<file path="src/rtl/prog_timer_pkg.sv">
package prog_timer_pkg;

    localparam int CNT_W = 16;
    localparam int BUS_W = 32;

    localparam int KIND_PLAIN = 0;
    localparam int KIND_LINE  = 1;
    localparam int KIND_DIV   = 2;

    localparam logic [1:0] SEL_COUNT  = 2'd0;
    localparam logic [1:0] SEL_CTRL   = 2'd1;
    localparam logic [1:0] SEL_TARGET = 2'd2;

    localparam int CB_HALT     = 0;
    localparam int CB_WRAP_TGT = 3;
    localparam int CB_IE_TGT   = 4;
    localparam int CB_IE_MAX   = 5;
    localparam int CB_REPEAT   = 6;
    localparam int CB_EXT_SRC  = 8;
    localparam int CB_SLOW     = 9;
    localparam int CB_ANY_EV   = 10;
    localparam int CB_HIT_TGT  = 11;
    localparam int CB_HIT_MAX  = 12;

    localparam logic [CNT_W-1:0] CNT_MAX = {CNT_W{1'b1}};

    typedef struct packed {
        logic [CNT_W-1:0] count;
        logic [CNT_W-1:0] ctrl;
        logic [CNT_W-1:0] target;
        logic             armed;
        logic             irq;
    } tmr_state_t;

endpackage

</file>
<file path="src/rtl/prog_timer_tick.sv">
module prog_timer_tick
    import prog_timer_pkg::*;
#(
    parameter int KIND = KIND_PLAIN,
    parameter int DIV  = 8
) (
    input  logic clk,
    input  logic rst_n,
    input  logic restart,
    input  logic sel_ext,
    input  logic sel_slow,
    input  logic halt,
    input  logic ext_strobe,
    output logic tick
);
    localparam int  PW      = (DIV > 2) ? $clog2(DIV) : 1;
    localparam bit  HAS_DIV = (KIND == KIND_DIV);
    localparam bit  HAS_EXT = (KIND == KIND_LINE);

    logic [PW-1:0] pre_d, pre_q;
    logic          pre_wrap;
    logic          stopped;
    logic          use_slow;

    assign stopped  = HAS_DIV && halt;
    assign use_slow = HAS_DIV && sel_slow;
    assign pre_wrap = (pre_q == PW'(DIV - 1));

    always_comb begin
        pre_d = pre_q;
        if (restart) begin
            pre_d = '0;
        end else if (use_slow && !stopped) begin
            pre_d = pre_wrap ? '0 : pre_q + 1'b1;
        end
    end

    always_ff @(posedge clk) begin
        if (!rst_n) pre_q <= '0;
        else        pre_q <= pre_d;
    end

    always_comb begin
        if (stopped)                  tick = 1'b0;
        else if (use_slow)            tick = pre_wrap;
        else if (HAS_EXT && sel_ext)  tick = ext_strobe;
        else                          tick = 1'b1;
    end

endmodule

</file>
<file path="src/rtl/prog_timer_step.sv">
module prog_timer_step
    import prog_timer_pkg::*;
(
    input  logic             tick,
    input  logic [CNT_W-1:0] count,
    input  logic [CNT_W-1:0] target,
    input  logic             wrap_at_target,
    output logic [CNT_W-1:0] count_nxt,
    output logic             ev_tgt,
    output logic             ev_max
);
    logic [CNT_W-1:0] inc;

    always_comb begin
        inc       = count + 1'b1;
        ev_tgt    = tick && (inc == target);
        ev_max    = tick && (inc == CNT_MAX);
        count_nxt = (ev_tgt && wrap_at_target) ? '0 : inc;
    end

endmodule

</file>
<file path="src/rtl/prog_timer.sv">
module prog_timer
    import prog_timer_pkg::*;
#(
    parameter int KIND = KIND_PLAIN,
    parameter int DIV  = 8
) (
    input  logic             clk,
    input  logic             rst_n,
    input  logic [1:0]       reg_sel,
    input  logic             wr_en,
    input  logic             rd_en,
    input  logic [BUS_W-1:0] wr_data,
    input  logic             hsync_strobe,
    output logic [CNT_W-1:0] rd_data,
    output logic             irq
);
    tmr_state_t       st_d, st_q;
    logic             tick;
    logic [CNT_W-1:0] count_nxt;
    logic             ev_tgt, ev_max;
    logic             ctrl_wr, ctrl_rd, cnt_wr, tgt_wr;
    logic             want_irq;

    assign ctrl_wr = wr_en && (reg_sel == SEL_CTRL);
    assign ctrl_rd = rd_en && (reg_sel == SEL_CTRL);
    assign cnt_wr  = wr_en && (reg_sel == SEL_COUNT);
    assign tgt_wr  = wr_en && (reg_sel == SEL_TARGET);

    prog_timer_tick #(.KIND(KIND), .DIV(DIV)) i_tick (
        .clk       (clk),
        .rst_n     (rst_n),
        .restart   (ctrl_wr),
        .sel_ext   (st_q.ctrl[CB_EXT_SRC]),
        .sel_slow  (st_q.ctrl[CB_SLOW]),
        .halt      (st_q.ctrl[CB_HALT]),
        .ext_strobe(hsync_strobe),
        .tick      (tick)
    );

    prog_timer_step i_step (
        .tick          (tick),
        .count         (st_q.count),
        .target        (st_q.target),
        .wrap_at_target(st_q.ctrl[CB_WRAP_TGT]),
        .count_nxt     (count_nxt),
        .ev_tgt        (ev_tgt),
        .ev_max        (ev_max)
    );

    always_comb begin
        st_d     = st_q;
        st_d.irq = 1'b0;

        if (tick) st_d.count = count_nxt;

        if (ctrl_rd) begin
            st_d.ctrl[CB_HIT_TGT] = 1'b0;
            st_d.ctrl[CB_HIT_MAX] = 1'b0;
        end
        if (ev_tgt) begin
            st_d.ctrl[CB_HIT_TGT] = 1'b1;
            st_d.ctrl[CB_ANY_EV]  = 1'b1;
        end
        if (ev_max) begin
            st_d.ctrl[CB_HIT_MAX] = 1'b1;
            st_d.ctrl[CB_ANY_EV]  = 1'b1;
        end

        want_irq = (ev_tgt && st_q.ctrl[CB_IE_TGT]) ||
                   (ev_max && st_q.ctrl[CB_IE_MAX]);
        if (want_irq && (st_q.ctrl[CB_REPEAT] || st_q.armed)) begin
            st_d.irq   = 1'b1;
            st_d.armed = 1'b0;
        end

        if (cnt_wr) st_d.count  = wr_data[CNT_W-1:0];
        if (tgt_wr) st_d.target = wr_data[CNT_W-1:0];
        if (ctrl_wr) begin
            st_d.ctrl             = wr_data[CNT_W-1:0];
            st_d.ctrl[CB_HIT_TGT] = 1'b0;
            st_d.ctrl[CB_HIT_MAX] = 1'b0;
            st_d.count            = '0;
            st_d.armed            = 1'b1;
            st_d.irq              = 1'b0;
        end
    end

    always_ff @(posedge clk) begin
        if (!rst_n) begin
            st_q       <= '0;
            st_q.armed <= 1'b1;
        end else begin
            st_q <= st_d;
        end
    end

    always_comb begin
        case (reg_sel)
            SEL_COUNT:  rd_data = st_q.count;
            SEL_CTRL:   rd_data = st_q.ctrl;
            SEL_TARGET: rd_data = st_q.target;
            default:    rd_data = '0;
        endcase
    end

    assign irq = st_q.irq;

endmodule

</file>
<file path="config.mk">
export PLATFORM = sky130hd
export DESIGN_NAME = prog_timer
export DESIGN_NICKNAME = d
export VERILOG_FILES = /design/src/rtl/prog_timer_pkg.sv /design/src/rtl/prog_timer_tick.sv /design/src/rtl/prog_timer_step.sv /design/src/rtl/prog_timer.sv
export SDC_FILE = /design/constraint.sdc
export NUM_CORES = 1
export LEC_CHECK = 0
export BUFFER_PORTS_ARGS = -buffer_cell sky130_fd_sc_hd__buf_4
export CAP_MARGIN = 20
export CELL_PAD_IN_SITES_DETAIL_PLACEMENT = 0
export CELL_PAD_IN_SITES_GLOBAL_PLACEMENT = 1
export CORE_MARGIN = 5
export CORE_UTILIZATION = 41
export DETAILED_ROUTE_END_ITERATION = 6
export PLACE_DENSITY_LB_ADDON = 0.15
export SETUP_SLACK_MARGIN = 0.2
export SLEW_MARGIN = 20
export SYNTH_ARGS = -nofsm -noshare
export SYNTH_HDL_FRONTEND = slang
export SYNTH_SLANG_ARGS = --single-unit
</file>
<file path="constraint.sdc">
create_clock -name clk -period 2.9 [get_ports clk]
set_clock_uncertainty 0.05 [all_clocks]
set_input_delay 0 -clock clk [delete_from_list [all_inputs] [get_ports clk]]
set_output_delay 0 -clock clk [all_outputs]
set_load 0.05 [all_outputs]
</file>
### After elaboration in Yosys (flattened, before gate mapping)

Cells that the tools add are included.

| storage, ports and cells | value |
|---|---|
| flip-flop bits (word level) | 50 |
| bits of input ports | 39 |
| word-level logic and storage cells | 38 |

| cells by class | value |
|---|---|
| $add $sub $neg | 1 |
| equal/unequal tests | 4 |
| multiplexer cells | 9 |
| bitwise gates (word level) | 1 |
| reductions and logical operators | 15 |

Operators by type and width:

| operator | count |
|---|---|
| $pmux W16 S3 | 1 |
| $mux W16 | 2 |
| $add A16 B1 Y16 const B | 1 |
| $eq A16 B16 Y1 | 1 |
| $eq A16 B16 Y1 const B | 1 |
| $mux W11 | 1 |
| $logic_and A1 B1 Y1 | 8 |
| $mux W2 | 2 |
| $reduce_bool A2 Y1 | 2 |
| $mux W1 | 3 |
| $reduce_bool A3 Y1 | 1 |
| $eq A2 B1 Y1 const B | 1 |
| $eq A2 B2 Y1 const B | 1 |
| $logic_not A2 Y1 | 1 |
| $logic_or A1 B1 Y1 | 2 |
| $reduce_or A2 Y1 | 1 |
| $not A1 Y1 | 1 |

### Logic depth before layout (Yosys ltp)

| depth | value |
|---|---|
| depth after elaboration | 6 |
| gate-level depth with buffers | 10 |
| gate-level depth less buffers | 8 |

### Cells and area by module

Synthesis repeated with hierarchy kept, for this count alone.

| unflattened totals | value |
|---|---|
| cell total of the unflattened synthesis | 420 |
| area total of the unflattened synthesis | 3,470.8 um^2 |

Modules (own cells, without submodules):

| module | instances | cells an instance | area an instance (um^2) |
|---|---|---|---|
| prog_timer | 1 | 274 | 2,408.6 |
| prog_timer_step | 1 | 144 | 1,051.0 |
| prog_timer_tick | 1 | 2 | 11.3 |

### Worst setup path before layout

No wires, ideal clock.

| timing path | value |
|---|---|
| path type | register to register |
| start | register st_q[34] (netlist bit) |
| end | register st_q[44] (netlist bit) |
| arrival time | 2.419 ns |
| required time | 2.720 ns |
| slack | 0.300 ns |
| stages on the path, launching flop included | 11 |
| path buffers | 2 |
| period minus slack after synthesis | 2.600 ns |
| cell sequence | dfxtp_1 ha_1 and4_1 buf_2 a311oi_1 a2111oi_2 o221ai_1 nor4_2 a31o_4 buf_12 o21ai_1 |

| on the way | value |
|---|---|
| word-level cells in the longest chain between the ends | 5 |

Ends and longest elaborated chain:

| element | line | source |
|---|---|---|
| start: declaration | prog_timer.sv:17 | `tmr_state_t st_d, st_q;` |
| start signal: assignment | prog_timer.sv:93 | `st_q <= st_d;` |
| $add A16 B1 Y16 (*) | prog_timer_step.sv:15 | `inc = count + 1'b1;` |
| $eq A16 B16 Y1 | prog_timer_step.sv:16 | `ev_tgt = tick && (inc == target);` |
| $logic_and A1 B1 Y1 | prog_timer_step.sv:18 | `count_nxt = (ev_tgt && wrap_at_target) ? '0 : inc;` |
| $mux W16 (*) | prog_timer_step.sv:18 |  |
| $mux W16 (*) | prog_timer.sv:76 | `if (cnt_wr) st_d.count = wr_data[CNT_W-1:0];` |

Every way passes the cells marked *; elsewhere a longest branch is shown, timed or not.
A chain may end at the register's enable or synchronous reset.

### Worst setup path after layout

| timing path | value |
|---|---|
| start | register st_q[34] (netlist bit) |
| end | register st_q[34] (netlist bit) |

Same word-level chain as after synthesis.

==> results.cfg <==
[cts]
cts_root_buf = clkbuf_8
cts_buffers = 5
clk_pin_slew_ps = 90
insertion_delay_ps = 300
cts.htree.levels = 2
cts_sinks = 50
cts_tree = done
clockBufferDepth = 2

[power]
cellPowerDensity_nw_per_um2 = 392.3
peakVddDrop_uv = 227.0
leakage_nw = 1.456

[drt]
drt_iter0_markers = 197
drt.antenna.violating_nets = 0
vias_per_cell = 5.352
via_count = 2906
wl_per_cell_um = 16.73
drtPass1Iterations = 4
drc = 0
wirelength_um = 9087

[global_routing]
grtUsageTotal_pct = 20.87
grt_pass1_vias = 2767
grt_max_degree = 34
grt_overflow = 0
antenna_found_initial = 0
grt_first_pass_wirelength_um = 14630

[timing]
max_freq_mhz = 389.6
finalHoldViolCount = 0
fin_crit_sh_pct = 88.52
setup_tns_ps = 0
min_period_ps = 2567
maxSlewViolCount = 0
hold_slack_ps = 62.61
finalSetupViolCount = 0
timing.final.ws_setup_ps = 332.9
rsz0062_at_grt = no
worst_pin_slew_ps = 691.3
slew_headroom_pct = 53.80

[critical_path]
r2r_cells = 10
cpLargestDelayFamily = compound AO/OA/AOI/OAI gates
worstPathArrival_ps = 2710
path_class = register to register
crit_fanout = 5
max_stage_delay_ps = 380
cpMostUsedCell = buf_4
rrSetupSlack_ps = 330
cp.required_ps = 3050
r2r_end = st_q[34]
crit_chain = ha_2 -> buf_4 -> a31oi_1 -> o21a_1 -> a2111oi_2 -> o221ai_2 -> nor4_4 -> a31o_4 -> buf_4 -> o21ai_0
endpoint_kind = register
r2r_start = st_q[34]
critPathBufInv = 2
critPathSlowestCell = dfxtp_2
start_kind = register

[logic_synthesis]
synth_seq_area_share_pct = 33.26
yosysMostFrequentCell = nand2_1
synth_area_leader_cell = dfxtp_1
yosys-top-cells-count = nand2_1, dfxtp_1, a21boi_0
synthAdderAreaFrac_pct = 0.8316
synth-async-reset-ratio_pct = 0
yosys_warnings = 0
synth_top_area_share_pct = 33.26
yosys.area_share.simple_pct = 24.66
synth_compound_area_share_pct = 23.04
synth_top_family_by_area = simple AND/OR/NAND/NOR gates
synth-edff-count = 0
netlist_area_um2 = 3009
synth_area_leaders = dfxtp_1, nand2_1, a21boi_0
ys_ff_latch = 50
synth_mux_area_share_pct = 5.655
synthFlopType = dfxtp_1
syn_nets = 414
synth-xor-area-share_pct = 7.734
netlist_instances = 373
ys_types = 55
syn-mean-instance-area_um2 = 8.067

[placement]
dp_hpwl_um = 6607
gp_congestion = 0.8982
dp_cells = 515
pre_cts_slack_ps = 142.0
numPortBuffers = 38

[layout]
fin_cells = 543
areaGrowthSynthToFinish_pct = 29.02
nets = 484
num_antenna_cells = 0
fillers = 738
drive_above_1_share_pct = 23.87

[outcome]
status = completed

[floorplan]
design.core.area_um2 = 7214
io-pin-count = 56
die_x_um = 95.67
fp-row-count = 31
start_util_pct = 41.71
die_h_um = 95.67
die-area_um2 = 9153

[flow_run]
cap_viol_max_count = 0

[worst_hold_path]
min_path_cells = 2
holdCritStartpoint = rst_n
hp-class = input pin to register
hold_end = st_q[25]
==> placed cells by master (no fill, tap or decap), types with 4 or more instances in the layout <==
cell type / count
buf_4: 69
nand3_1: 10
a21oi_1: 4
xor2_1: 8
nand4_1: 7
mux2i_1: 17
clkbuf_8: 5
nor2_1: 9
nand2_1: 101
xnor2_1: 16
nand2b_1: 5
o21ai_0: 24
nor3_1: 4
dlygate4sd3_1: 17
a21boi_0: 29
dfxtp_1: 46
inv_1: 7
o21ai_2: 9
==> routing by layer <==
layer	up-vias	routed length (µm)	track usage, %
li1	1447	-	-
met1	1357	4201	29.34
met2	91	4194	33.58
met3	11	586	3.473
met4	0	104	4.265
met5	-	0	0
==> timing repair <==
action                     in CTS  in global routing
hold endpoints to repair       47                  0
resized for setup               1                 12
hold buffers                   17                  0
setup endpoints to repair      16                 18
setup buffers                   3                  0
pin swaps                       1                  4
==> worst register-to-register path, stage by stage (launching register included) <==
cell       delay (ps)
dfxtp_2           380
ha_2              220
buf_4             140
a31oi_1           140
o21a_1            210
a2111oi_2         300
o221ai_2          190
nor4_4            360
a31o_4            230
buf_4             160
o21ai_0            80
==> cells by family after synthesis <==
group           Yosys count
simple gates            155
compound gates           93
flops                    50
buf+inv                  31
xor+xnor                 25
mux                      17
fa+ha+maj                 2
==> cell type report <==
class | instances | area [µm²] | area share (%)
Clock buffer | 7 | 76.32 | 1.966
Timing Repair Buffer | 87 | 708.2 | 18.24
Inverter | 7 | 26.28 | 0.6768
Sequential cell | 50 | 1008 | 25.97
Tap cell | 99 | 123.9 | 3.190
Multi-Input combinational cell | 292 | 1909 | 49.18
Clock inverter | 1 | 30.03 | 0.7734
==> power by group <==
group          switching (W)  internal [W]  total [W]
logic               0.000159      0.000130   0.000289
registers          0.0000309      0.000712   0.000743
clock network       0.000232      0.000259   0.000491
==> worst max path at each step <==
stage                     startpoint  endpoint  slack, ps  cells after the start
after floorplan             st_q[34]  st_q[44]        300                     10
after global placement      st_q[34]  st_q[46]        170                      8
after detailed placement    st_q[34]  st_q[39]        140                      8
after CTS                   st_q[34]  st_q[34]        260                      9
after global routing        st_q[34]  st_q[34]        200                     10
final                       st_q[34]  st_q[34]        330                     10
==> per-stage QoR <==
| stage | area (µm²) | power (W) | utilization [%] |
|---|---|---|---|
| 6_report | 3882 | 0.001523 | 53.82 |
| 4_1_cts | 3841 | 0.001532 | 53.24 |
| 5_1_grt | 3882 | 0.001596 | 53.82 |
| 3_5_place_dp | 3528 | 0.001015 | 48.91 |
| 2_1_floorplan | 3009 | 0.0009158 | - |
| 3_3_place_gp | 3528 | 0.001014 | 48.91 |
==> state kept, by name, summed over array words and instances (netlist names) <==
| register | count |
|---|---|
| st_q | 49 |
| irq | 1 |
(Power assumes the default switching activity.)
